<file path="config.mk">
export PLATFORM = sky130hd
export DESIGN_NAME = uart_baud_gen
export DESIGN_NICKNAME = d
export VERILOG_FILES = /design/src/rtl/baud_pkg.sv /design/src/rtl/baud_edge_sync.sv /design/src/rtl/baud_src_pulse.sv /design/src/rtl/baud_wrap_cnt.sv /design/src/rtl/uart_baud_gen.sv
export SDC_FILE = /design/constraint.sdc
export NUM_CORES = 1
export LEC_CHECK = 0
export ABC_AREA = 1
export BUFFER_PORTS_ARGS = -buffer_cell sky130_fd_sc_hd__buf_2
export CORE_ASPECT_RATIO = 1.4
export CORE_UTILIZATION = 40
export CTS_CLUSTER_DIAMETER = 30
export CTS_CLUSTER_SIZE = 28
export DETAILED_ROUTE_END_ITERATION = 6
export REMOVE_ABC_BUFFERS = 1
export SLEW_MARGIN = 20
export SYNTH_ARGS = -nofsm -noshare
export SYNTH_HDL_FRONTEND = slang
export SYNTH_SLANG_ARGS = --single-unit
</file>
<file path="constraint.sdc">
create_clock -name clk -period 2.75 [get_ports clk]
set_input_delay 0.55 -clock clk [delete_from_list [all_inputs] [get_ports clk]]
set_output_delay 0.55 -clock clk [all_outputs]
set_load 0.03 [all_outputs]
</file>
<file path="src/rtl/baud_pkg.sv">
// Shared types for the UART baud clock generator.
package baud_pkg;
    // Internal source codes; the order is decoded by baud_src_pulse.
    typedef enum logic [1:0] {
        SRC_FULL  = 2'd0,
        SRC_DIV8  = 2'd1,
        SRC_PRESC = 2'd2,
        SRC_RSVD  = 2'd3
    } src_e;
endpackage

</file>
<file path="src/rtl/baud_edge_sync.sv">
// Synchronises an asynchronous clock input into the system domain and
// turns each rising edge into a one-cycle enable.
// Assumes the input stays high and low for at least STAGES+1 system clocks.
module baud_edge_sync #(
    parameter int STAGES = 2
) (
    input  logic clk,
    input  logic rst_n,
    input  logic async_in,
    output logic rise
);
    logic [STAGES-1:0] chain;
    logic              hist;

    // First synchroniser stage samples the raw input.
    always_ff @(posedge clk) begin
        if (!rst_n) chain[0] <= 1'b0;
        else        chain[0] <= async_in;
    end

    // Remaining stages of the synchroniser chain.
    generate
        for (genvar i = 1; i < STAGES; i++) begin : g_stage
            always_ff @(posedge clk) begin
                if (!rst_n) chain[i] <= 1'b0;
                else        chain[i] <= chain[i-1];
            end
        end
    endgenerate

    // Previous synchronised level, used for edge detection.
    always_ff @(posedge clk) begin
        if (!rst_n) hist <= 1'b0;
        else        hist <= chain[STAGES-1];
    end

    assign rise = chain[STAGES-1] & ~hist;
endmodule

</file>
<file path="src/rtl/baud_src_pulse.sv">
// Produces one enable per period of the selected source clock: the system
// clock, a fixed division of it, an even-ratio prescaler, or external edges.
// Assumes restart is asserted whenever a setting changes or the block is off.
module baud_src_pulse
    import baud_pkg::*;
#(
    parameter int N_W     = 4,
    parameter int FIX_DIV = 8
) (
    input  logic           clk,
    input  logic           rst_n,
    input  logic           restart,
    input  logic           ext_sel,
    input  logic [1:0]     src_sel,
    input  logic [N_W-1:0] presc_n,
    input  logic           ext_rise,
    output logic           src_en
);
    localparam int PRE_MAX = 2 * ((1 << N_W) - 1);
    localparam int MAXR    = (FIX_DIV > PRE_MAX) ? FIX_DIV : PRE_MAX;
    localparam int CW      = $clog2(MAXR + 1);

    logic [CW-1:0] ratio;
    logic [CW-1:0] cnt;
    logic          last;

    // Decode the source ratio in system clocks per source pulse.
    always_comb begin
        case (src_e'(src_sel))
            SRC_DIV8:  ratio = CW'(FIX_DIV);
            SRC_PRESC: ratio = (presc_n == '0) ? CW'(1) : (CW'(presc_n) << 1);
            default:   ratio = CW'(1);
        endcase
    end

    assign last = (cnt == ratio - CW'(1));

    // Free-running phase counter of the internal source, cleared on restart.
    always_ff @(posedge clk) begin
        if (!rst_n || restart) cnt <= '0;
        else if (last)         cnt <= '0;
        else                   cnt <= cnt + CW'(1);
    end

    assign src_en = ~restart & (ext_sel ? ext_rise : last);
endmodule

</file>
<file path="src/rtl/baud_wrap_cnt.sv">
// Counts step pulses and signals a wrap on the pulse that reaches limit,
// giving one wrap per limit+1 steps. Cleared by reset and restart.
module baud_wrap_cnt #(
    parameter int W = 8
) (
    input  logic         clk,
    input  logic         rst_n,
    input  logic         restart,
    input  logic         step,
    input  logic [W-1:0] limit,
    output logic         wrap
);
    logic [W-1:0] cnt;

    assign wrap = step & ~restart & (cnt == limit);

    // Advance on each step, returning to zero after the limit.
    always_ff @(posedge clk) begin
        if (!rst_n || restart) cnt <= '0;
        else if (wrap)         cnt <= '0;
        else if (step)         cnt <= cnt + W'(1);
    end
endmodule

</file>
<file path="src/rtl/uart_baud_gen.sv">
// UART baud clock generator: source select, (m+1) reload divider and the
// fixed oversampling divider, with registered one-cycle strobes.
// Assumes settings are static except for deliberate writes; any change
// restarts all counters so no truncated period follows.
module uart_baud_gen #(
    parameter int M_W         = 8,
    parameter int N_W         = 4,
    parameter int OVS         = 16,
    parameter int FIX_DIV     = 8,
    parameter int SYNC_STAGES = 2
) (
    input  logic           clk,
    input  logic           rst_n,
    input  logic           enable,
    input  logic           ext_sel,
    input  logic [1:0]     src_sel,
    input  logic [N_W-1:0] presc_n,
    input  logic [M_W-1:0] div_m,
    input  logic           ext_clk,
    output logic           os_tick,
    output logic           bit_tick
);
    localparam int OW    = $clog2(OVS);
    localparam int CFG_W = 4 + N_W + M_W;

    logic [CFG_W-1:0] cfg_now, cfg_q;
    logic             restart, ext_rise, src_en, os_pre, bit_pre;

    assign cfg_now = {enable, ext_sel, src_sel, presc_n, div_m};
    assign restart = ~enable | (cfg_now != cfg_q);

    // Remember the settings of the previous cycle to detect writes.
    always_ff @(posedge clk) begin
        if (!rst_n) cfg_q <= '0;
        else        cfg_q <= cfg_now;
    end

    baud_edge_sync #(.STAGES(SYNC_STAGES)) u_sync (
        .clk(clk), .rst_n(rst_n), .async_in(ext_clk), .rise(ext_rise)
    );

    baud_src_pulse #(.N_W(N_W), .FIX_DIV(FIX_DIV)) u_src (
        .clk(clk), .rst_n(rst_n), .restart(restart), .ext_sel(ext_sel),
        .src_sel(src_sel), .presc_n(presc_n), .ext_rise(ext_rise),
        .src_en(src_en)
    );

    baud_wrap_cnt #(.W(M_W)) u_mdiv (
        .clk(clk), .rst_n(rst_n), .restart(restart), .step(src_en),
        .limit(div_m), .wrap(os_pre)
    );

    baud_wrap_cnt #(.W(OW)) u_odiv (
        .clk(clk), .rst_n(rst_n), .restart(restart), .step(os_pre),
        .limit(OW'(OVS - 1)), .wrap(bit_pre)
    );

    // Register the strobes so they leave the block glitch-free.
    always_ff @(posedge clk) begin
        if (!rst_n) begin
            os_tick  <= 1'b0;
            bit_tick <= 1'b0;
        end else begin
            os_tick  <= os_pre;
            bit_tick <= bit_pre;
        end
    end
endmodule

</file>
==> flow_metrics.py, run 1 <==
metrics = {
    "pwr": {
        "power.leakage_nw": 1.238,
        "totalPowerFinal_w": 0.001097,
        "max-vdd-ir-drop_mv": 0.2475,
        "powerDensity_nw_per_um2": 435.1,
    },
    "worst_setup_path": {
        "cp_num_buf_inv": 5,
        "regToRegSetupSlack_ns": 1.01,
        "cp.arrival_ns": 2.67,
        "cp-endpoint": "u_mdiv.cnt[7]",
        "worstPathRequired_ns": 2.94,
        "slowest_stage": "or2_4",
        "cp-start-kind": "input pin",
        "worstReg2RegStart": "cfg_q[9]",
        "critPathKind": "input pin to register",
        "crit_chain": "buf_2, inv_1, ha_1, or2_4, nand2_2, inv_1, ha_1, inv_1, nand2_1, nand3b_1, nand2_1, nor2_1, nand3_2, nand2_4, nand3_4, nand2_4, inv_1, o21ai_0, nor2_1",
        "cp.depth": 19,
        "cp_slowest_stage_delay_ns": 0.26,
        "reg2reg_depth": 13,
        "worstPathMaxFanout": 11,
        "crit_start": "src_sel[0]",
        "r2r-end": "u_mdiv.cnt[7]",
        "crit_path_end_kind": "register",
        "cpMostUsedCell": "inv_1",
        "critPathTopFamily": "simple AND/OR/NAND/NOR gates",
    },
    "clock_network": {
        "post_cts_buffers": 0,
        "clock_latency_ns": 0.29,
        "cts_hold_buf": 0,
        "cts_buffers": 5,
        "root_buffer": "clkbuf_8",
        "cts_tree": "done",
        "post_cts_resized": 0,
        "cts_sinks": 38,
        "h-tree-depth": 2,
        "cts_buffer_depth": 2,
        "path_clk_slew_ns": 0.08,
    },
    "drt": {
        "first_pass_iters": 4,
        "wl_per_cell_um": 10.46,
        "vias": 1920,
        "drt_iter0_drc": 76,
        "routed_via_density": 4.518,
        "drc": 0,
        "routed_wl_um": 4444,
        "antenna_left": 0,
    },
    "yosys": {
        "synth_edf_count": 0,
        "ys_seq_elements": 38,
        "syn_area_per_cell_um2": 6.815,
        "async_reset_ff_share_pct": 0,
        "yosysWarnings": 0,
        "synth_cells": 329,
        "yosysSeqAreaShare_pct": 33.93,
        "synth_area_um2": 2242,
        "ys.flop_type": "dfxtp_1",
        "ys_types": 34,
    },
    "sta": {
        "finalSetupViolCount": 0,
        "fin_crit_ns": 2.477,
        "final-max-slew-violation-count": 0,
        "post-route-period-util_pct": 90.08,
        "tightest_slew_ns": 0.4733,
        "timing.fmax_mhz": 403.7,
        "final.setup_skew_ns": 0.006267,
        "relSlewSlack_pct": 68.45,
        "rsz0062_at_grt": "false",
        "finalHoldViolCount": 0,
    },
    "grt": {
        "grt_pass1_vias": 1884,
        "track_usage_pct": 17.26,
        "grt_pass1_wl_um": 7921,
        "grt_overflow": 0,
        "grt_max_degree": 20,
        "antenna_found_initial": 0,
    },
    "flow_run": {
        "drv_cap": 0,
    },
    "finish": {
        "diodes": 0,
        "instances_no_fill": 425,
        "layout-drive-gt1-share_pct": 15.32,
        "syn_to_final_growth_pct": 12.50,
        "fin_nets": 384,
        "fill_cells": 588,
    },
    "place": {
        "io_buffers": 20,
        "place_hpwl_um": 3550,
        "routabilityCongestion": 0.8714,
        "dp.cells": 418,
    },
    "die": {
        "num_rows": 31,
        "dieArea_um2": 5913,
        "boundaryPins": 21,
        "die_w_um": 65.28,
        "core-area_um2": 5275,
        "start_util_pct": 42.50,
        "fp.dieH_um": 90.59,
    },
    "run_status": {
        "status": "completed",
    },
    "worst_hold_path": {
        "hold_class": "register to register",
    },
}
layout by cell type, fill, tap and decap left out, types with 2 or more instances in the layout:
master	synthesis	layout
o21ai_0	6	6
nand3_1	15	15
inv_1	60	60
nor2_1	46	46
nand4_1	9	9
a21oi_2	2	2
nand2_1	82	82
nand2_4	3	3
a21oi_1	7	7
xnor2_1	12	12
nor3b_1	2	2
buf_2	0	20
clkbuf_8	0	5
or2_2	2	2
nand2_2	4	4
ha_1	6	6
dfxtp_1	38	38
nand3_2	2	2
xor2_1	10	10
buf_4	0	7
clkinv_2	0	2
nand3b_1	2	2
nor3_1	5	5
cells in the mapped netlist (3+ instances only):
| cell | n | area share, % |
|---|---|---|
| nand4_1 | 9 | 2.5 |
| dfxtp_1 | 38 | 34 |
| a21oi_1 | 7 | 1.6 |
| ha_1 | 6 | 3.3 |
| nand2_2 | 4 | 1.1 |
| nor3_1 | 5 | 1.1 |
| nand3_1 | 15 | 3.3 |
| xnor2_1 | 12 | 4.7 |
| nand2_4 | 3 | 1.5 |
| nor2_1 | 46 | 7.7 |
| nand2_1 | 82 | 14 |
| inv_1 | 60 | 10 |
| o21ai_0 | 6 | 1.3 |
| xor2_1 | 10 | 3.9 |
worst reg2reg max path, cell delays in order (launching register included):
cell	delay [ns]
dfxtp_1	0.33
inv_1	0.04
nand2_1	0.06
o21ai_0	0.09
nor3_1	0.14
nand2_1	0.08
nor2_1	0.12
nand2_2	0.14
nor2_8	0.19
nand3_4	0.14
nand2_4	0.13
inv_1	0.07
o21ai_0	0.07
nor2_1	0.06
per-layer routing:
metal  global-route usage [%]  vias up  part of all wire (%)
met1                    19.71      837                    46
met4                    7.790        0                   1.8
li1                         -     1056                     -
met5                        0        -                     0
met3                    3.409        7                   2.5
met2                    29.98       20                    49
state kept, by name, indices dropped and copies added (netlist names):
register	cells
u_odiv.cnt	4
u_sync.hist	1
bit_tick	1
u_mdiv.cnt	8
os_tick	1
u_sync.chain	2
cfg_q	16
u_src.cnt	5
logic make-up (layout without fill, tap and decap cells):
group / Yosys count / after routing / share of synthesized area (%)
AND/OR/NAND/NOR: 182 / 182 / 38.50
buffers and inverters: 65 / 95 / 11.72
flip-flops: 38 / 38 / 33.93
XOR/XNOR: 22 / 22 / 8.594
AO/OA/AOI/OAI: 16 / 16 / 3.906
adder cells (fa/ha/maj): 6 / 6 / 3.348
how the worst min path moves through the flow:
stage / startpoint / end / slack, ns / cells after the start
floorplan: u_sync.chain[0] / u_sync.chain[1] / 0.39 / 2
global placement: u_sync.chain[0] / u_sync.chain[1] / 0.40 / 2
detailed placement: u_sync.chain[0] / u_sync.chain[1] / 0.40 / 2
CTS: u_sync.chain[0] / u_sync.chain[1] / 0.42 / 2
global route: u_sync.chain[0] / u_sync.chain[1] / 0.44 / 2
finish: u_sync.chain[0] / u_sync.chain[1] / 0.41 / 2
layout make-up:
type                       count  area [µm²]  share of cell area (%)
sequential                    38       760.7                   30.16
clock inverter                 2       10.01                  0.3968
timing repair buffer          27       152.6                   6.052
tap                           66       82.58                   3.274
multi-input combinational    226        1219                   48.31
clock buffer                   5       68.82                   2.728
inverter                      61       229.0                   9.077
metrics by stage:
stage / utilization (%) / setup TNS, ns / instance area (µm²) / hold WS (ns) / setup WS (ns)
3_5_place_dp: 46.32 / -0.01128 / 2444 / 0.4023 / -0.01128
3_3_place_gp: 46.32 / 0 / 2444 / 0.3951 / 0.05859
5_1_grt: 47.82 / 0 / 2522 / 0.4413 / 0.004318
4_1_cts: 47.82 / 0 / 2522 / 0.4202 / 0.2986
6_report: 47.82 / 0 / 2522 / 0.4141 / 0.2727
2_1_floorplan: - / 0 / 2208 / 0.3900 / 0.2234
power by group:
group / switching (W) / leakage (nW) / internal (W)
clock network: 0.000199 / 0.0438 / 0.000170
registers: 0.00000645 / 0.311 / 0.000564
logic: 0.0000933 / 0.883 / 0.0000646
total: 0.000298 / 1.24 / 0.000799
No activity file was read; power rests on OpenSTA's default activity.
==> run 2: changes to the inputs <==
--- a/config.mk
+++ b/config.mk
@@ -12,8 +12,8 @@
 export CTS_CLUSTER_DIAMETER = 30
 export CTS_CLUSTER_SIZE = 28
 export DETAILED_ROUTE_END_ITERATION = 6
+export MAX_ROUTING_LAYER = met4
 export REMOVE_ABC_BUFFERS = 1
-export SLEW_MARGIN = 20
 export SYNTH_ARGS = -nofsm -noshare
 export SYNTH_HDL_FRONTEND = slang
 export SYNTH_SLANG_ARGS = --single-unit
==> run 2 against run 1 <==
Register-to-register slack about the same. Maximum frequency hardly changed. Design area stayed put. First-iteration DRC count is the same. Non-clock buffer count unchanged. Worst hold slack is the same. Count of clock-buffer cells in the layout is the same. Largest cell class unchanged.
==> flow_metrics.py, run 2 (same netlist as run 1, synthesis figures left out) <==
metrics = {
    "die": {
        "num_rows": 31,
        "core-area_um2": 5275,
        "fp.dieH_um": 90.59,
        "start_util_pct": 42.50,
        "die_w_um": 65.28,
        "boundaryPins": 21,
        "dieArea_um2": 5913,
    },
    "sta": {
        "timing.fmax_mhz": 403.7,
        "finalSetupViolCount": 0,
        "rsz0062_at_grt": "false",
        "fin_crit_ns": 2.477,
        "relSlewSlack_pct": 68.45,
        "finalHoldViolCount": 0,
        "final.setup_skew_ns": 0.006268,
        "post-route-period-util_pct": 90.08,
        "final-max-slew-violation-count": 0,
        "tightest_slew_ns": 0.4733,
        "tns_ns": 0,
    },
    "worst_setup_path": {
        "cp.arrival_ns": 2.67,
        "worstPathRequired_ns": 2.94,
        "critPathKind": "input pin to register",
        "cp_slowest_stage_delay_ns": 0.26,
        "slowest_stage": "or2_4",
        "worstPathMaxFanout": 11,
        "cp-start-kind": "input pin",
        "crit_chain": "buf_2, inv_1, ha_1, or2_4, nand2_2, inv_1, ha_1, inv_1, nand2_1, nand3b_1, nand2_1, nor2_1, nand3_2, nand2_4, nand3_4, nand2_4, inv_1, o21ai_0, nor2_1",
        "crit_path_end_kind": "register",
        "cpMostUsedCell": "inv_1",
    },
    "place": {
        "io_buffers": 20,
        "place_hpwl_um": 3550,
        "routabilityCongestion": 0.8857,
    },
    "clock_network": {
        "cts_hold_buf": 0,
        "cts_buffers": 5,
        "h-tree-depth": 2,
        "path_clk_slew_ns": 0.08,
        "cts_buffer_depth": 2,
        "post_cts_resized": 0,
        "cts_sinks": 38,
        "post_cts_buffers": 0,
        "root_buffer": "clkbuf_8",
        "cts_tree": "done",
        "clock_latency_ns": 0.29,
    },
    "finish": {
        "diodes": 0,
        "final_cell_mix": "82 x nand2_1, 60 x inv_1, 46 x nor2_1",
        "fin_util_pct": 47.82,
        "layout_commonest_cell": "nand2_1",
        "top_regs": "cfg_q (16), u_mdiv.cnt (8), u_src.cnt (5)",
        "syn_to_final_growth_pct": 12.50,
        "top_register": "cfg_q",
        "fill_cells": 588,
        "largest_reg_flops": 16,
        "layout-drive-gt1-share_pct": 15.32,
        "fin_nets": 384,
    },
    "grt": {
        "grt_max_degree": 20,
        "grt_pass1_wl_um": 7921,
        "antenna_found_initial": 0,
        "grt_overflow": 0,
        "track_usage_pct": 17.73,
        "grt_pass1_vias": 1884,
    },
    "pwr": {
        "p_seq_share_pct": 52.0,
        "pwr-share-clk_pct": 33.6,
        "max-vdd-ir-drop_mv": 0.2475,
        "combPwrFrac_pct": 14.4,
        "powerDensity_nw_per_um2": 435.1,
        "internal_power_w": 0.0007991,
        "totalPowerFinal_w": 0.001097,
        "p_switching_w": 0.0002984,
        "power.leakage_nw": 1.238,
        "sw_frac_of_total_pct": 27.19,
    },
    "drt": {
        "top_layer_used": "met4",
        "wl_per_cell_um": 10.46,
        "antenna_left": 0,
        "routed_via_density": 4.518,
        "routed_wl_um": 4444,
        "drc": 0,
        "first_pass_iters": 4,
        "vias": 1920,
        "drt_iter0_drc": 76,
        "wl_met1_um": 2065,
        "wl_met3_um": 109,
        "routed-wl-met2_um": 2186,
    },
    "run_status": {
        "status": "completed",
    },
    "worst_hold_path": {
        "hold_class": "register to register",
    },
    "flow_run": {
        "drv_cap": 0,
    },
}
## run 2: cell counts in the layout (fill, tap and decap cells not counted)
No cell type changed its count.
## run 2: path summary, 6_finish.rpt
check / start / end / slack, ns / cells after the start
max: src_sel[0] / u_mdiv.cnt[7] / 0.27 / 19
min: u_sync.chain[0] / u_sync.chain[1] / 0.41 / 2
max reg2reg: cfg_q[9] / u_mdiv.cnt[7] / 1.01 / 13
min reg2reg: u_sync.chain[0] / u_sync.chain[1] / 0.41 / 2
## run 2: worst max-delay path: cells and delay by family
family,cells,cell delay [ns]
buffers and inverters,5,0.34
and+or+nand+nor,11,1.22
AOI/OAI and AO/OA,1,0.07
adders and majority gates,2,0.46
## run 2: per-stage QoR
step	hold WS (ns)	std cells	worst slack (ns)	instance area [µm²]
6_report	0.4141	425	0.2728	2522
2_1_floorplan	0.3900	325	0.2234	2208
3_5_place_dp	0.4023	418	-0.01128	2444
5_1_grt	0.4413	425	0.004313	2522
4_1_cts	0.4202	425	0.2986	2522
3_3_place_gp	0.3951	418	0.05859	2444
## run 2: area by class of cell
type / count / area, µm² / area share [%]
multi-input combinational: 226 / 1219 / 48.31
clock buffer: 5 / 68.82 / 2.728
timing repair buffer: 27 / 152.6 / 6.052
sequential: 38 / 760.7 / 30.16
clock inverter: 2 / 10.01 / 0.3968
inverter: 61 / 229.0 / 9.077
tap: 66 / 82.58 / 3.274
## run 2: metal layers
metal  GRT usage (%)  vias up
met1           19.71      837
met2           29.98       20
met5               -        -
met3           3.409        7
met4           7.790        0
li1                -     1056
## run 2: power by group through the flow
| stage | logic [W] | registers, W | clock network, W |
|---|---|---|---|
| 2_1_floorplan | 0.000103 | 0.000582 | 0 |
| 3_3_place_gp | 0.000158 | 0.000583 | 0 |
| 3_5_place_dp | 0.000159 | 0.000584 | 0 |
| 4_1_cts | 0.000160 | 0.000571 | 0.000385 |
| 5_1_grt | 0.000181 | 0.000572 | 0.000411 |
| 6_report | 0.000158 | 0.000571 | 0.000369 |
==> run 3: changes to the inputs <==
--- a/config.mk
+++ b/config.mk
@@ -6,12 +6,12 @@
 export NUM_CORES = 1
 export LEC_CHECK = 0
 export ABC_AREA = 1
-export BUFFER_PORTS_ARGS = -buffer_cell sky130_fd_sc_hd__buf_2
 export CORE_ASPECT_RATIO = 1.4
 export CORE_UTILIZATION = 40
 export CTS_CLUSTER_DIAMETER = 30
 export CTS_CLUSTER_SIZE = 28
 export DETAILED_ROUTE_END_ITERATION = 6
+export DONT_BUFFER_PORTS = 1
 export MAX_ROUTING_LAYER = met4
 export REMOVE_ABC_BUFFERS = 1
 export SYNTH_ARGS = -nofsm -noshare
==> run 3 against run 2 <==
First-iteration DRC count grew 1.3%. Critical path depth shrank 1. Sequential power is essentially flat. Clock power grew 3%.
==> flow_metrics.py, run 3 (same netlist as run 1, synthesis figures left out) <==
metrics = {
    "drt": {
        "drc": 0,
        "routed_wl_um": 4343,
        "vias": 1818,
        "first_pass_iters": 4,
        "routed_via_density": 4.568,
        "antenna_left": 0,
        "drt_iter0_drc": 77,
        "wl_per_cell_um": 10.91,
    },
    "pwr": {
        "internal_power_w": 0.0008095,
        "combPwrFrac_pct": 11.4,
        "p_switching_w": 0.0002619,
        "powerDensity_nw_per_um2": 450.0,
        "max-vdd-ir-drop_mv": 0.2449,
        "sw_frac_of_total_pct": 24.45,
        "p_seq_share_pct": 53.3,
        "power.leakage_nw": 1.126,
        "pwr-share-clk_pct": 35.4,
    },
    "clock_network": {
        "post_cts_buffers": 0,
        "path_clk_slew_ns": 0.08,
        "cts_sinks": 38,
        "clock_latency_ns": 0.28,
        "cts_buffers": 5,
        "cts_hold_buf": 0,
        "root_buffer": "clkbuf_8",
        "h-tree-depth": 2,
        "cts_buffer_depth": 2,
        "cts_tree": "done",
        "post_cts_resized": 0,
    },
    "finish": {
        "syn_to_final_growth_pct": 6.194,
        "top_register": "cfg_q",
        "diodes": 0,
        "fill_cells": 584,
        "fin_util_pct": 45.14,
        "fin_nets": 358,
        "top_regs": "cfg_q (16), u_mdiv.cnt (8), u_src.cnt (5)",
        "layout_commonest_cell": "nand2_1",
        "final_cell_mix": "82 x nand2_1, 60 x inv_1, 46 x nor2_1",
        "layout-drive-gt1-share_pct": 8.434,
        "largest_reg_flops": 16,
    },
    "worst_setup_path": {
        "worstPathMaxFanout": 11,
        "crit_chain": "inv_1, ha_1, or2_4, nand2_2, inv_1, ha_1, inv_1, nand2_1, nand3b_1, nand2_1, nor2_1, nand3_2, nand2_4, nand3_4, nand2_4, inv_1, o21ai_0, nor2_1",
        "worstReg2RegStart": "cfg_q[12]",
        "critPathKind": "input pin to register",
        "crit_start": "src_sel[0]",
        "cp_slowest_stage_delay_ns": 0.29,
        "critPathTopFamily": "simple AND/OR/NAND/NOR gates",
        "cp_num_buf_inv": 4,
        "cp-start-kind": "input pin",
        "slowest_stage": "ha_1",
        "r2r-end": "u_mdiv.cnt[7]",
        "cp.arrival_ns": 2.61,
        "reg2reg_depth": 11,
        "crit_path_end_kind": "register",
        "cpMostUsedCell": "inv_1",
        "cp-endpoint": "u_mdiv.cnt[7]",
        "regToRegSetupSlack_ns": 0.96,
        "cp.depth": 18,
        "worstPathRequired_ns": 2.93,
    },
    "die": {
        "fp.dieH_um": 90.59,
        "boundaryPins": 21,
        "num_rows": 31,
        "start_util_pct": 42.50,
        "dieArea_um2": 5913,
        "die_w_um": 65.28,
        "core-area_um2": 5275,
    },
    "grt": {
        "antenna_found_initial": 0,
        "grt_overflow": 0,
        "track_usage_pct": 16.95,
        "grt_pass1_vias": 1812,
        "grt_pass1_wl_um": 7693,
        "grt_max_degree": 21,
    },
    "sta": {
        "relSlewSlack_pct": 68.70,
        "finalSetupViolCount": 0,
        "rsz0062_at_grt": "false",
        "timing.fmax_mhz": 411.2,
        "tns_ns": 0,
        "post-route-period-util_pct": 88.44,
        "final-max-slew-violation-count": 0,
        "fin_crit_ns": 2.432,
        "final.setup_skew_ns": 0.008952,
        "finalHoldViolCount": 0,
        "tightest_slew_ns": 0.4694,
    },
    "worst_hold_path": {
        "hold_class": "input pin to register",
    },
    "flow_run": {
        "drv_cap": 0,
    },
    "place": {
        "place_hpwl_um": 3384,
        "routabilityCongestion": 0.8546,
        "io_buffers": 0,
    },
    "run_status": {
        "status": "completed",
    },
}
==> run 3: cell count changes in the layout (fill, tap and decap cells not counted), sizes merged <==
cell    delta
clkbuf     +1
clkinv     -2
buf       -26
==> run 3: per-stage QoR <==
stage	power [W]	hold WS (ns)	area [µm²]	std cells	setup WS, ns
3_5_place_dp	0.0007058	0.3986	2298	392	0.03825
4_1_cts	0.001086	0.3461	2381	398	0.3357
2_1_floorplan	0.0006853	0.3900	2208	325	0.2234
5_1_grt	0.001136	0.3423	2381	398	0.06485
6_report	0.001071	0.3578	2381	398	0.3179
3_3_place_gp	0.0007045	0.3931	2298	392	0.09303
==> run 3: how the worst min path moves through the flow <==
stage / startpoint / slack [ns] / depth (start not counted) / end
after floorplan: u_sync.chain[0] / 0.39 / 2 / u_sync.chain[1]
after global placement: u_sync.chain[0] / 0.39 / 2 / u_sync.chain[1]
after detailed placement: u_sync.chain[0] / 0.40 / 2 / u_sync.chain[1]
after CTS: presc_n[2] / 0.35 / 2 / cfg_q[10]
after global routing: div_m[2] / 0.34 / 2 / cfg_q[2]
final: presc_n[2] / 0.36 / 2 / cfg_q[10]
==> run 3: per-layer routing <==
metal / track usage [%] / part of all wire (%) / vias up
li1: - / - / 1001
met1: 19.04 / 45 / 789
met2: 28.78 / 49 / 24
met3: 4.545 / 4.5 / 4
met4: 4.891 / 1.2 / 0
met5: - / 0 / -
==> run 3: area by class of cell <==
cell class,count,area [µm²],area share (%)
sequential,38,760.7,31.95
timing repair buffer,1,7.507,0.3153
clock buffer,6,82.58,3.468
inverter,61,229.0,9.616
multi-input combinational,226,1219,51.18
tap,66,82.58,3.468
==> run 3: power groups by stage <==
stage / sequential [W] / combinational, W / clock, W
2_1_floorplan: 0.000582 / 0.000103 / 0
3_3_place_gp: 0.000583 / 0.000121 / 0
3_5_place_dp: 0.000584 / 0.000122 / 0
4_1_cts: 0.000571 / 0.000123 / 0.000392
5_1_grt: 0.000572 / 0.000141 / 0.000422
6_report: 0.000571 / 0.000122 / 0.000379
